File: config.mk
export PLATFORM = sky130hd
export DESIGN_NAME = prot_unit
export DESIGN_NICKNAME = d
export VERILOG_FILES = /design/src/rtl/prot_pkg.sv /design/src/rtl/prot_mode_ctl.sv /design/src/rtl/prot_bounds.sv /design/src/rtl/prot_slice_timer.sv /design/src/rtl/prot_unit.sv
export SDC_FILE = /design/constraint.sdc
export NUM_CORES = 1
export LEC_CHECK = 0
export BUFFER_PORTS_ARGS = -buffer_cell sky130_fd_sc_hd__buf_4
export CORE_AREA = 2 2 143 145
export CTS_CLUSTER_DIAMETER = 80
export CTS_CLUSTER_SIZE = 10
export DETAILED_ROUTE_END_ITERATION = 10
export DIE_AREA = 0 0 145 147
export SYNTH_ARGS = -nofsm -noshare
export SYNTH_HDL_FRONTEND = slang
export SYNTH_HIERARCHICAL = 1
export SYNTH_SLANG_ARGS = --single-unit
File: constraint.sdc
create_clock -name clk -period 4.1 [get_ports clk]
set_input_delay 0.205 -clock clk [delete_from_list [all_inputs] [get_ports clk]]
set_output_delay 0.205 -clock clk [all_outputs]
set_load 0.02 [all_outputs]
File: src/rtl/prot_pkg.sv
// Shared types for the protection unit.
package prot_pkg;

    // Privilege mode; the encoding is visible on the mode port.
    typedef enum logic {
        MODE_MON = 1'b0,
        MODE_USR = 1'b1
    } mode_e;

    // Privileged operation codes carried on pw_op.
    typedef enum logic [1:0] {
        OP_BASE  = 2'b00,
        OP_LIMIT = 2'b01,
        OP_TLOAD = 2'b10,
        OP_TSTOP = 2'b11
    } pw_op_e;

endpackage

File: src/rtl/prot_mode_ctl.sv
// Privilege mode register.
// Does: holds the mode bit. Any trap drops it to monitor, and a return request
// with no trap in the same cycle raises it to user.
// Assumes: trap already merges every event that must enter monitor mode.
module prot_mode_ctl
    import prot_pkg::*;
(
    input  logic  clk,
    input  logic  rst_n,
    input  logic  trap,
    input  logic  set_user,
    output mode_e mode
);

    mode_e mode_q;
    mode_e mode_d;

    // Next mode: a trap wins over a return request.
    always_comb begin
        mode_d = mode_q;
        if (trap) begin
            mode_d = MODE_MON;
        end else if (set_user) begin
            mode_d = MODE_USR;
        end
    end

    // Mode register, monitor after reset.
    always_ff @(posedge clk) begin
        if (!rst_n) begin
            mode_q <= MODE_MON;
        end else begin
            mode_q <= mode_d;
        end
    end

    assign mode = mode_q;


    trap_to_monitor_chk: assert property (@(posedge clk) disable iff (!rst_n)
        trap |=> (mode == MODE_MON));


    return_to_user_chk: assert property (@(posedge clk) disable iff (!rst_n)
        (set_user && !trap) |=> (mode == MODE_USR));

endmodule

File: src/rtl/prot_bounds.sv
// Window registers and the address check.
// Does: stores the window start and size, and checks user-mode addresses
// against [base, base+limit) with a sum one bit wider than the address.
// Assumes: write enables arrive already qualified by the privilege check.
module prot_bounds #(
    parameter int ADDR_W = 32
) (
    input  logic              clk,
    input  logic              rst_n,
    input  logic              wr_base,
    input  logic              wr_limit,
    input  logic [ADDR_W-1:0] wr_data,
    input  logic              user,
    input  logic              acc_vld,
    input  logic [ADDR_W-1:0] acc_addr,
    output logic              acc_ok,
    output logic              acc_fault
);

    localparam int SUM_W = ADDR_W + 1;

    logic [ADDR_W-1:0] base_q;
    logic [ADDR_W-1:0] limit_q;
    logic [SUM_W-1:0]  top_w;
    logic              above_base;
    logic              below_top;
    logic              in_win;

    // Window start register.
    always_ff @(posedge clk) begin
        if (!rst_n) begin
            base_q <= '0;
        end else if (wr_base) begin
            base_q <= wr_data;
        end
    end

    // Window size register.
    always_ff @(posedge clk) begin
        if (!rst_n) begin
            limit_q <= '0;
        end else if (wr_limit) begin
            limit_q <= wr_data;
        end
    end

    // Window bounds, with the top one bit wide so it cannot wrap.
    always_comb begin
        top_w      = {1'b0, base_q} + {1'b0, limit_q};
        above_base = (acc_addr >= base_q);
        below_top  = ({1'b0, acc_addr} < top_w);
        in_win     = above_base && below_top;
    end

    // Access verdict: monitor mode bypasses the window.
    always_comb begin
        acc_ok    = acc_vld && (!user || in_win);
        acc_fault = acc_vld && user && !in_win;
    end


    monitor_no_fault_chk: assert property (@(posedge clk) disable iff (!rst_n)
        acc_fault |-> user);


    verdict_exclusive_chk: assert property (@(posedge clk) disable iff (!rst_n)
        $onehot0({acc_ok, acc_fault}) && (acc_vld || !(acc_ok || acc_fault)));


    base_hold_chk: assert property (@(posedge clk) disable iff (!rst_n)
        !wr_base |=> $stable(base_q));


    limit_hold_chk: assert property (@(posedge clk) disable iff (!rst_n)
        !wr_limit |=> $stable(limit_q));

endmodule

File: src/rtl/prot_slice_timer.sv
// Time-slice down counter.
// Does: after a nonzero load, counts down once per clock. On the tick that
// reaches zero it flags expiry and then raises a registered one-cycle interrupt.
// Assumes: load and stop arrive already qualified by the privilege check. A
// stop wins over a load in the same cycle.
module prot_slice_timer #(
    parameter int TMR_W = 16
) (
    input  logic             clk,
    input  logic             rst_n,
    input  logic             load,
    input  logic             stop,
    input  logic [TMR_W-1:0] load_val,
    output logic             expire,
    output logic             irq
);

    logic [TMR_W-1:0] cnt_q;
    logic             run_q;
    logic             irq_q;

    // Final tick: running at one with no command overriding it.
    always_comb begin
        expire = run_q && (cnt_q == TMR_W'(1)) && !load && !stop;
    end

    // Count and run state.
    always_ff @(posedge clk) begin
        if (!rst_n) begin
            cnt_q <= '0;
            run_q <= 1'b0;
        end else if (stop) begin
            run_q <= 1'b0;
        end else if (load) begin
            cnt_q <= load_val;
            run_q <= (load_val != '0);
        end else if (run_q) begin
            cnt_q <= cnt_q - TMR_W'(1);
            if (cnt_q == TMR_W'(1)) begin
                run_q <= 1'b0;
            end
        end
    end

    // One-cycle interrupt pulse, registered after the final tick.
    always_ff @(posedge clk) begin
        if (!rst_n) begin
            irq_q <= 1'b0;
        end else begin
            irq_q <= expire;
        end
    end

    assign irq = irq_q;


    irq_single_pulse_chk: assert property (@(posedge clk) disable iff (!rst_n)
        irq |=> !irq);


    irq_only_after_expiry_chk: assert property (@(posedge clk) disable iff (!rst_n)
        irq |-> !run_q);

endmodule

File: src/rtl/prot_unit.sv
// Dual-mode protection unit top.
// Does: qualifies privileged writes by mode, routes them to the window and
// timer, merges all trap sources and drives the mode register.
// Assumes: pw_data is at least as wide as needed for the timer, otherwise the
// timer load value is zero-extended.
module prot_unit
    import prot_pkg::*;
#(
    parameter int ADDR_W = 32,
    parameter int TMR_W  = 16
) (
    input  logic              clk,
    input  logic              rst_n,
    input  logic              acc_vld,
    input  logic [ADDR_W-1:0] acc_addr,
    input  logic              pw_vld,
    input  logic [1:0]        pw_op,
    input  logic [ADDR_W-1:0] pw_data,
    input  logic              irq_evt,
    input  logic              fault_evt,
    input  logic              set_user,
    output logic              mode,
    output logic              acc_ok,
    output logic              acc_fault,
    output logic              priv_fault,
    output logic              tmr_irq
);

    localparam bit TMR_FITS = (TMR_W <= ADDR_W);

    mode_e            mode_st;
    logic             user;
    logic             pw_ok;
    logic             wr_base;
    logic             wr_limit;
    logic             t_load;
    logic             t_stop;
    logic             t_expire;
    logic             trap;
    logic [TMR_W-1:0] t_val;

    assign user = (mode_st == MODE_USR);
    assign mode = user;

    // Privilege qualification and operation decode.
    always_comb begin
        pw_ok      = pw_vld && !user;
        priv_fault = pw_vld && user;
        wr_base    = pw_ok && (pw_op == OP_BASE);
        wr_limit   = pw_ok && (pw_op == OP_LIMIT);
        t_load     = pw_ok && (pw_op == OP_TLOAD);
        t_stop     = pw_ok && (pw_op == OP_TSTOP);
    end

    // Timer load value, sliced or widened from the write data.
    generate
        if (TMR_FITS) begin : g_tval_slice
            assign t_val = pw_data[TMR_W-1:0];
        end else begin : g_tval_ext
            assign t_val = TMR_W'(pw_data);
        end
    endgenerate

    // Every source that must enter monitor mode.
    always_comb begin
        trap = irq_evt || fault_evt || acc_fault || priv_fault || t_expire;
    end

    prot_mode_ctl u_mode (
        .clk      (clk),
        .rst_n    (rst_n),
        .trap     (trap),
        .set_user (set_user),
        .mode     (mode_st)
    );

    prot_bounds #(.ADDR_W(ADDR_W)) u_bounds (
        .clk       (clk),
        .rst_n     (rst_n),
        .wr_base   (wr_base),
        .wr_limit  (wr_limit),
        .wr_data   (pw_data),
        .user      (user),
        .acc_vld   (acc_vld),
        .acc_addr  (acc_addr),
        .acc_ok    (acc_ok),
        .acc_fault (acc_fault)
    );

    prot_slice_timer #(.TMR_W(TMR_W)) u_timer (
        .clk      (clk),
        .rst_n    (rst_n),
        .load     (t_load),
        .stop     (t_stop),
        .load_val (t_val),
        .expire   (t_expire),
        .irq      (tmr_irq)
    );


    irq_in_monitor_chk: assert property (@(posedge clk) disable iff (!rst_n)
        tmr_irq |-> !mode);


    priv_fault_traps_chk: assert property (@(posedge clk) disable iff (!rst_n)
        priv_fault |=> !mode);


    access_fault_traps_chk: assert property (@(posedge clk) disable iff (!rst_n)
        acc_fault |=> !mode);

endmodule

## Word level (Yosys, flattened, before mapping)

Index checks and enable logic that the tools add are counted.

- Add/sub/neg operators: 2
- Magnitude comparators: 2
- Reductions and logical operators: 28
- Bitwise operators: 2
- Multiplexer cells: 5
- Eq/ne operators: 4

Operators by type and width:

| cell | count |
|---|---|
| $add A32 B32 Y33 | 1 |
| $lt A32 B33 Y1 | 1 |
| $ge A32 B32 Y1 | 1 |
| $mux W16 | 2 |
| $eq A16 B1 Y1 const B | 1 |
| $reduce_bool A16 Y1 | 1 |
| $sub A16 B1 Y16 const B | 1 |
| $logic_and A1 B1 Y1 | 13 |
| $logic_or A1 B1 Y1 | 5 |
| $eq A2 B2 Y1 const B | 2 |
| $logic_not A1 Y1 | 4 |
| $reduce_or A2 Y1 | 2 |
| $mux W1 | 3 |
| $eq A2 B1 Y1 const B | 1 |
| $logic_not A2 Y1 | 1 |
| $not A1 Y1 | 2 |
| $reduce_and A2 Y1 | 1 |
| $reduce_bool A2 Y1 | 1 |

- Output and inout bits: 5
- Word-level logic and storage cells: 49
- Register bits: 83
- Input port bits: 73

## Longest topological paths before layout

Gate-level depths: netlist (run 1).

- Depth after elaboration: 9
- Mapped depth: 21
- Mapped depth without buffers: 21

## Modules after synthesis

Netlist (run 1), hierarchy kept.

By module, submodules not included:

| module | seq. area each (µm²) | area each (µm²) | instances | cells each |
|---|---|---|---|---|
| prot_bounds | 1281.2 | 5461.5 | 1 | 613 |
| prot_slice_timer | 360.3 | 1193.6 | 1 | 160 |
| prot_unit | 0.0 | 72.6 | 1 | 7 |
| prot_mode_ctl | 20.0 | 36.3 | 1 | 3 |

## Worst setup path before layout (run 1)

OpenSTA, ideal clock, no wires.

- Kind: reg2reg
- From: register u_bounds.base_q[0]
- To: register u_mode.mode_q, in the netlist u_mode/mode
- Setup time: 0.073 ns
- Stages on the path, launching flop included: 22
- Data required time: 4.027 ns
- Setup slack: -0.295 ns
- Buffers on the path: 0
- Arrival time: 4.323 ns
- Clock period less this slack: 4.395 ns
- Path through: dfxtp_1 > ha_1 > fa_1 > a21oi_1 > o21ba_2 > a31oi_1 > a21oi_1 > o21ai_0 > a311o_1 > o211ai_1 > ha_1 > a21o_1 > a21o_1 > a211oi_1 > o21bai_1 > a221oi_1 > o21ai_0 > o211ai_1 > a21boi_0 > nor4_1 > nand2b_1 > nor3b_2

- Word-level cells in the longest chain between the ends: 9
- Elaborated cells on any way between the ends: 10
- Those cells by class: add/sub: 1; order compare: 2; reduce/logical: 7

RTL lines:

| element | RTL line | RTL |
|---|---|---|
| start: declaration | prot_bounds.sv:22 | `logic [ADDR_W-1:0] base_q;` |
| start signal: assignment | prot_bounds.sv:34 | `base_q <= wr_data;` |
| $add A32 B32 Y33 | prot_bounds.sv:49 | `top_w = {1'b0, base_q} + {1'b0, limit_q};` |
| $lt A32 B33 Y1 | prot_bounds.sv:51 | `below_top = ({1'b0, acc_addr} < top_w);` |
| $logic_and A1 B1 Y1 * | prot_bounds.sv:52 | `in_win = above_base && below_top;` |
| $logic_not A1 Y1 * | prot_bounds.sv:58 | `acc_fault = acc_vld && user && !in_win;` |
| $logic_and A1 B1 Y1 * | prot_bounds.sv:58 |  |
| named net acc_fault | prot_unit.sv:24 | `output logic acc_fault,` |
| $logic_or A1 B1 Y1 * (3 in series) | prot_unit.sv:66 | `trap = irq_evt \|\| fault_evt \|\| acc_fault \|\| priv_fault \|\| t_expire;` |
| named net trap | prot_unit.sv:39 | `logic trap;` |
| $reduce_or A2 Y1 (no source line) * | - |  |
| end signal: assignment | prot_mode_ctl.sv:33 | `mode_q <= mode_d;` |
| end: declaration | prot_mode_ctl.sv:15 | `mode_e mode_q;` |

Mark *: on every way through the listed nets, which the timed path passes. The rest lies on a longest branch.
A chain may end at the register's enable or synchronous reset.

## Final worst setup path (run 1)

- From: register u_bounds.limit_q[0]
- To: output acc_ok

- Word-level cells in the longest chain between the ends: 5

RTL lines:

| element | RTL line | RTL |
|---|---|---|
| start: declaration | prot_bounds.sv:23 | `logic [ADDR_W-1:0] limit_q;` |
| start signal: assignment | prot_bounds.sv:43 | `limit_q <= wr_data;` |
| $add A32 B32 Y33 | prot_bounds.sv:49 |  |
| $lt A32 B33 Y1 | prot_bounds.sv:51 |  |
| $logic_and A1 B1 Y1 | prot_bounds.sv:52 |  |
| $logic_or A1 B1 Y1 | prot_bounds.sv:57 | `acc_ok = acc_vld && (!user \|\| in_win);` |
| $logic_and A1 B1 Y1 | prot_bounds.sv:57 |  |
| end: declaration | prot_unit.sv:23 | `output logic acc_ok,` |

Every way passes these cells.

==> impl_metrics.yaml, run 1 <==
run_status:
  status: "finished, violations left"
  violations: "negative setup slack"
yosys:
  synth-main-ff-cell: "dfxtp_1"
  synth.avg_cell_area_um2: 8.64
  ys_seq_elements: 83
  synth_nets: 954
  syn_area_um2: 6760
  synth_enable_flop_cells: 0
  ys_seq_area_frac: 0.246
  synth_cell_types: 76
  synthArstFlopShare: 0
  ys.warnings.count: 6
  synthCells: 783
global_route:
  grt_pass1_vias: 6114
  grt_use_total: 0.174
  overflow: 0
  grt_max_degree: 78
  antenna_found_initial: 0
  grt_pass1_wl_mm: 30.4
cts:
  cts.path.max_buffers: 2
  htree_levels: 3
  clock_latency_ns: 0.35
  cts.clk_slew.worst_paths_ns: 0.06
  clock_sinks: 83
  cts_root_buf: "clkbuf_16"
  tritoncts: "done"
  numCtsBuffers: 9
floorplan:
  initial_core_util: 0.341
  die_h_um: 147
  io_pins: 78
  num_rows: 52
  die-area_um2: 21300
  die_x_um: 145
  core_area_um2: 19800
timing:
  finalSetupViolations: 3
  relSlewSlack: 0.484
  fmax_mhz: 227
  fin_crit_sh: 1.07
  hold_viol_final: 0
  worst_slack_ns: -0.302
  fin_skew_ns: 0.00546
  worstMarginPinSlew_ns: 0.773
  finalCriticalPeriod_ns: 4.40
  slew_viol_final: 0
  rsz0062_at_grt: "yes"
detailed_routing:
  vias: 6205
  first_iter_violations: 393
  drt_wl_total_mm: 18.5
  route.detailed.drc: 0
  firstDrtPassIters: 5
  vias_per_cell: 5.23
  wl_per_cell_um: 15.6
  drtAntennaViolNets: 0
power:
  p_comb_frac: 0.275
  seqPwrFrac: 0.391
  ir_worst_vdd_mv: 0.203
  clockPowerShare: 0.334
  swShare: 0.310
  leakage_nw: 3.53
  switchingPower_uw: 714
  intPower_mw: 1.59
  power.density_nw_per_um2: 269
  fin_total_pwr_mw: 2.30
critical_path:
  crit_path_end_kind: "output pin"
  crit_type: "flip-flop to output pin"
  cp_max_fo: 5
  arrival_ns: 4.20
  crit_required_ns: 3.89
  start_kind: "flip-flop"
place:
  dpl.hpwl_mm: 14.2
  io_buffers: 77
  placedInstanceArea_um2: 8050
  gp_congestion: 0.869
final_layout:
  final_common_cell: "buf_4"
  fin_area_um2: 8550
  fin_nets: 1083
  final_cell_mix: "buf_4, ha_1, dfxtp_1"
  fin_util: 0.431
  drive_gt1_frac: 0.232
  syn2layout_area_growth_pct: 26.5
  seqCellArea_um2: 1670
  fillerInstances: 2045
  antenna_cells: 0
  multi_input_area_um2: 5000
flow_run:
  drv_cap: 0
worst_hold_path:
  hp-class: "primary input to flip-flop"
worst paths after layout:
check                      start                  end  slack, ns  depth (start not counted)
max          u_bounds/limit_q[0]               acc_ok      -0.30                         20
min                  pw_data[24]  u_bounds/base_q[24]       0.12                          3
max reg2reg  u_bounds/limit_q[0]          u_mode/mode      -0.20                         23
min reg2reg     u_timer/cnt_q[1]     u_timer/cnt_q[1]       0.49                          2
cells by family after synthesis:
kind of cell,after synthesis,share of synthesized area
fa+ha+maj,98,0.182
buf+inv,72,0.0407
simple gates,253,0.216
compound gates,186,0.185
flops,83,0.246
xor+xnor,26,0.0337
mux,65,0.0962
sequential cells by signal, indices dropped and copies added (netlist names):
| register | cells |
|---|---|
| u_mode/mode | 1 |
| u_timer/run_q | 1 |
| u_timer/cnt_q | 16 |
| u_bounds/limit_q | 32 |
| u_bounds/base_q | 32 |
| u_timer/irq | 1 |
critical path, cell delays in order (launching register included):
cell	delay (ns)
dfxtp_2	0.34
ha_4	0.17
fa_2	0.42
a21oi_4	0.17
o21ba_4	0.20
a31oi_4	0.10
buf_6	0.14
a21oi_2	0.12
buf_4	0.14
o2111ai_2	0.11
nand2_2	0.17
o21bai_1	0.09
xnor2_1	0.13
ha_1	0.31
a21o_1	0.16
a21o_1	0.18
a221oi_2	0.25
o21ai_1	0.10
o211ai_1	0.15
and3_1	0.26
buf_6	0.13
cell type report:
| class | instances | share of cell area |
|---|---|---|
| Clock buffer | 11 | 0.0284 |
| Clock inverter | 5 | 0.00439 |
| Inverter | 46 | 0.0202 |
| Multi-Input combinational cell | 628 | 0.585 |
| Sequential cell | 83 | 0.195 |
| Tap cell | 270 | 0.0395 |
| Timing Repair Buffer | 144 | 0.128 |
cell usage after synthesis, types with 3 or more instances:
cell,instances,share of area
a211o_1,3,0.0039
a21o_1,28,0.031
a21oi_1,45,0.033
a21oi_2,3,0.0039
a221o_1,3,0.0044
a221oi_1,3,0.0039
a22oi_1,3,0.0033
a31oi_1,5,0.0046
and2_1,4,0.0037
and3_1,6,0.0055
and3_2,3,0.0033
and4_1,6,0.0078
buf_1,7,0.0039
buf_2,4,0.0030
clkbuf_1,15,0.0083
dfxtp_1,83,0.25
ha_1,97,0.18
inv_1,46,0.026
mux2i_1,65,0.096
nand2_1,36,0.020
nand2b_1,11,0.010
nand3_1,15,0.011
nand4_1,15,0.014
nor2_1,38,0.021
nor2b_1,70,0.065
nor3_1,14,0.010
nor4_1,11,0.010
o211ai_1,9,0.010
o21a_1,3,0.0033
o21ai_0,39,0.029
o21bai_1,3,0.0033
o221ai_1,3,0.0039
o311ai_0,3,0.0039
o31ai_1,3,0.0033
or3_1,4,0.0037
xnor2_1,15,0.019
xor2_1,11,0.014
per-stage QoR:
step | worst slack [ns] | TNS [ns] | hold WS [ns] | cells
after floorplan | 0.00155 | 0 | 0.362 | 783
after global placement | -0.142 | -0.148 | 0.472 | 1163
final | -0.302 | -0.775 | 0.124 | 1187
after global routing | -0.512 | -1.47 | 0.124 | 1187
after CTS | -0.280 | -0.743 | 0.111 | 1185
after detailed placement | -0.250 | -0.300 | 0.478 | 1163
repair_timing:
action	4_1_cts	5_1_grt
pin swaps	38	17
hold buffers	0	0
gates resized for setup	31	6
setup endpoints to repair	3	3
buffers inserted	6	2
power groups by stage:
stage / logic, mW / registers, mW / clock network, mW
after floorplan: 0.409 / 0.903 / 0
after global placement: 0.608 / 0.916 / 0
after detailed placement: 0.613 / 0.917 / 0
after CTS: 0.627 / 0.899 / 0.799
after global routing: 0.711 / 0.907 / 0.829
final: 0.634 / 0.900 / 0.769
routing by layer:
metal,routed length [µm],up-vias,GRT usage
li1,-,3130,-
met1,8650,2917,0.225
met2,8900,133,0.300
met3,640,25,0.0295
met4,293,0,0.0495
met5,0,-,0
Power figures use the tool's default switching activity.
==> run 2, diff against run 1 <==
CTS_BUF_LIST = sky130_fd_sc_hd__clkbuf_2   (was not set)
REMOVE_ABC_BUFFERS = 1   (was not set)
==> run 2 against run 1 <==
The run still ends with negative setup slack left; worst hold slack better by 0.034 ns; maximum frequency down 4.6%; clock skew up 0.016 ns; via count up 1.1%; total power down 15%; core utilization up 1.4 points; clock power down 51%; sequential share of layout area down 0.61 points; largest cell class unchanged.
==> impl_metrics.yaml, run 2 (same netlist as run 1, synthesis figures left out) <==
flow_run:
  drv_cap: 0
worst_hold_path:
  min_path_cells: 2
  hp-class: "primary input to flip-flop"
timing:
  fin_skew_ns: 0.0213
  finalSetupViolations: 3
  relSlewSlack: 0.468
  hold_viol_final: 0
  finalCriticalPeriod_ns: 4.61
  worst_slack_ns: -0.515
  fmax_mhz: 217
  slew_viol_final: 0
  fin_crit_sh: 1.13
  rsz0062_at_grt: "yes"
  hold_slack_ns: 0.159
  worstMarginPinSlew_ns: 0.797
  timing.setup.tns_ns: -1.21
final_layout:
  reg_top3: "u_bounds/base_q x32, u_bounds/limit_q x32, u_timer/cnt_q x16"
  final_cell_mix: "buf_4, ha_1, dfxtp_1"
  multi_input_area_um2: 5030
  final_common_cell: "buf_4"
  seqCellArea_um2: 1670
  layout.cells.non_filler: 1233
  antenna_cells: 0
  syn2layout_area_growth_pct: 30.6
  fin_nets: 1129
  fin_area_um2: 8830
  fillerInstances: 1971
  drive_gt1_frac: 0.238
floorplan:
  die_h_um: 147
  num_rows: 52
  io_pins: 78
  core_area_um2: 19800
  die-area_um2: 21300
  die_x_um: 145
  initial_core_util: 0.341
place:
  io_buffers: 77
  dpl.hpwl_mm: 13.9
  dp.cells: 1167
  placedInstanceArea_um2: 8060
  gp_congestion: 0.872
detailed_routing:
  first_iter_violations: 280
  route.detailed.drc: 0
  firstDrtPassIters: 4
  vias: 6271
  drt_wl_total_mm: 18.9
  drtAntennaViolNets: 0
  wl_per_cell_um: 15.3
  vias_per_cell: 5.09
power:
  clockPowerShare: 0.193
  swShare: 0.349
  intPower_mw: 1.28
  leakage_nw: 3.66
  power.density_nw_per_um2: 222
  fin_total_pwr_mw: 1.96
  seqPwrFrac: 0.461
  p_comb_frac: 0.346
  switchingPower_uw: 682
  ir_worst_vdd_mv: 0.112
cts:
  clock_latency_ns: 0.60
  htree_levels: 3
  cts.clk_slew.worst_paths_ns: 0.23
  clock_sinks: 83
  cts_root_buf: "clkbuf_2"
  cts.path.max_buffers: 2
  numCtsBuffers: 9
  tritoncts: "done"
global_route:
  antenna_found_initial: 0
  overflow: 0
  grt_max_degree: 78
  grt_pass1_wl_mm: 30.9
  grt_use_total: 0.178
  grt_pass1_vias: 6132
critical_path:
  cp_max_fo: 2
  start_kind: "flip-flop"
  crit_required_ns: 3.89
  crit_type: "flip-flop to output pin"
  rr_worst_depth: 21
  ff2ff_setup_slack_ns: -0.19
  arrival_ns: 4.41
  crit_path_end_kind: "output pin"
run_status:
  violations: "negative setup slack"
  status: "finished, violations left"
## run 2: changes by cell type in the layout (fill, tap and decap cells not counted), moves of 2 or more
cell and delta:
clkinvlp_4 -2, dfxtp_1 -2, clkbuf_16 -9, a21oi_1 -2
a21oi_2 +3, buf_6 +3, clkinv_1 +2, buf_4 +7
dfxtp_2 +3, clkbuf_2 +12, dlygate4sd3_1 +36
## run 2: cell type report
| type | count | share of cell area |
|---|---|---|
| Multi-Input combinational cell | 628 | 0.570 |
| Sequential cell | 83 | 0.189 |
| Timing Repair Buffer | 190 | 0.174 |
| Tap cell | 270 | 0.0383 |
| Inverter | 46 | 0.0196 |
| Clock buffer | 12 | 0.00680 |
| Clock inverter | 4 | 0.00198 |
## run 2: layer usage
layer  global-route usage  vias up  wire length, µm
met5                    0        -                0
met2                0.306      132             9010
met1                0.229     2901             8770
met3               0.0388       14              858
li1                     -     3224                -
met4               0.0391        0              231
## run 2: final timing paths
path	startpoint	to
min	rst_n	u_bounds/base_q[4]
max	u_bounds/limit_q[1]	acc_fault
max reg2reg	u_bounds/limit_q[1]	u_mode/mode
min reg2reg	u_timer/cnt_q[1]	u_timer/cnt_q[1]
## run 2: per-stage QoR
| step | setup slack [ns] | util |
|---|---|---|
| 2_1_floorplan | -0.295 | - |
| 3_3_place_gp | -0.382 | 0.406 |
| 3_5_place_dp | -0.462 | 0.406 |
| 4_1_cts | -0.665 | 0.443 |
| 5_1_grt | -0.803 | 0.445 |
| 6_report | -0.515 | 0.445 |
## run 2: what timing repair did
| action | in CTS | in global routing |
|---|---|---|
| hold buffers | 36 | 0 |
| pin swaps | 40 | 20 |
| resized for setup | 46 | 8 |
| setup buffers | 12 | 2 |
| endpoints found under the setup margin | 3 | 3 |
| hold endpoints to repair | 80 | 0 |
## run 2: critical path, stage by stage, from the launching register on
cell and delay, ns:
dfxtp_2 0.38, buf_6 0.12, ha_4 0.23, a211o_1 0.28
o211ai_1 0.13, buf_4 0.15, buf_4 0.09, or2b_1 0.21
a21oi_1 0.21, xor2_1 0.19, ha_1 0.27, a2111oi_0 0.36
o21ai_0 0.31, a31oi_4 0.27, o21ai_2 0.09, o211ai_1 0.14
a21boi_2 0.10, buf_4 0.15, buf_6 0.12
## run 2: power by group through the flow
stage | logic, mW | registers (mW) | clock network, mW
after floorplan | 0.399 | 0.903 | 0
after global placement | 0.613 | 0.915 | 0
after detailed placement | 0.619 | 0.916 | 0
after CTS | 0.671 | 0.901 | 0.404
after global routing | 0.758 | 0.910 | 0.427
final | 0.678 | 0.902 | 0.378
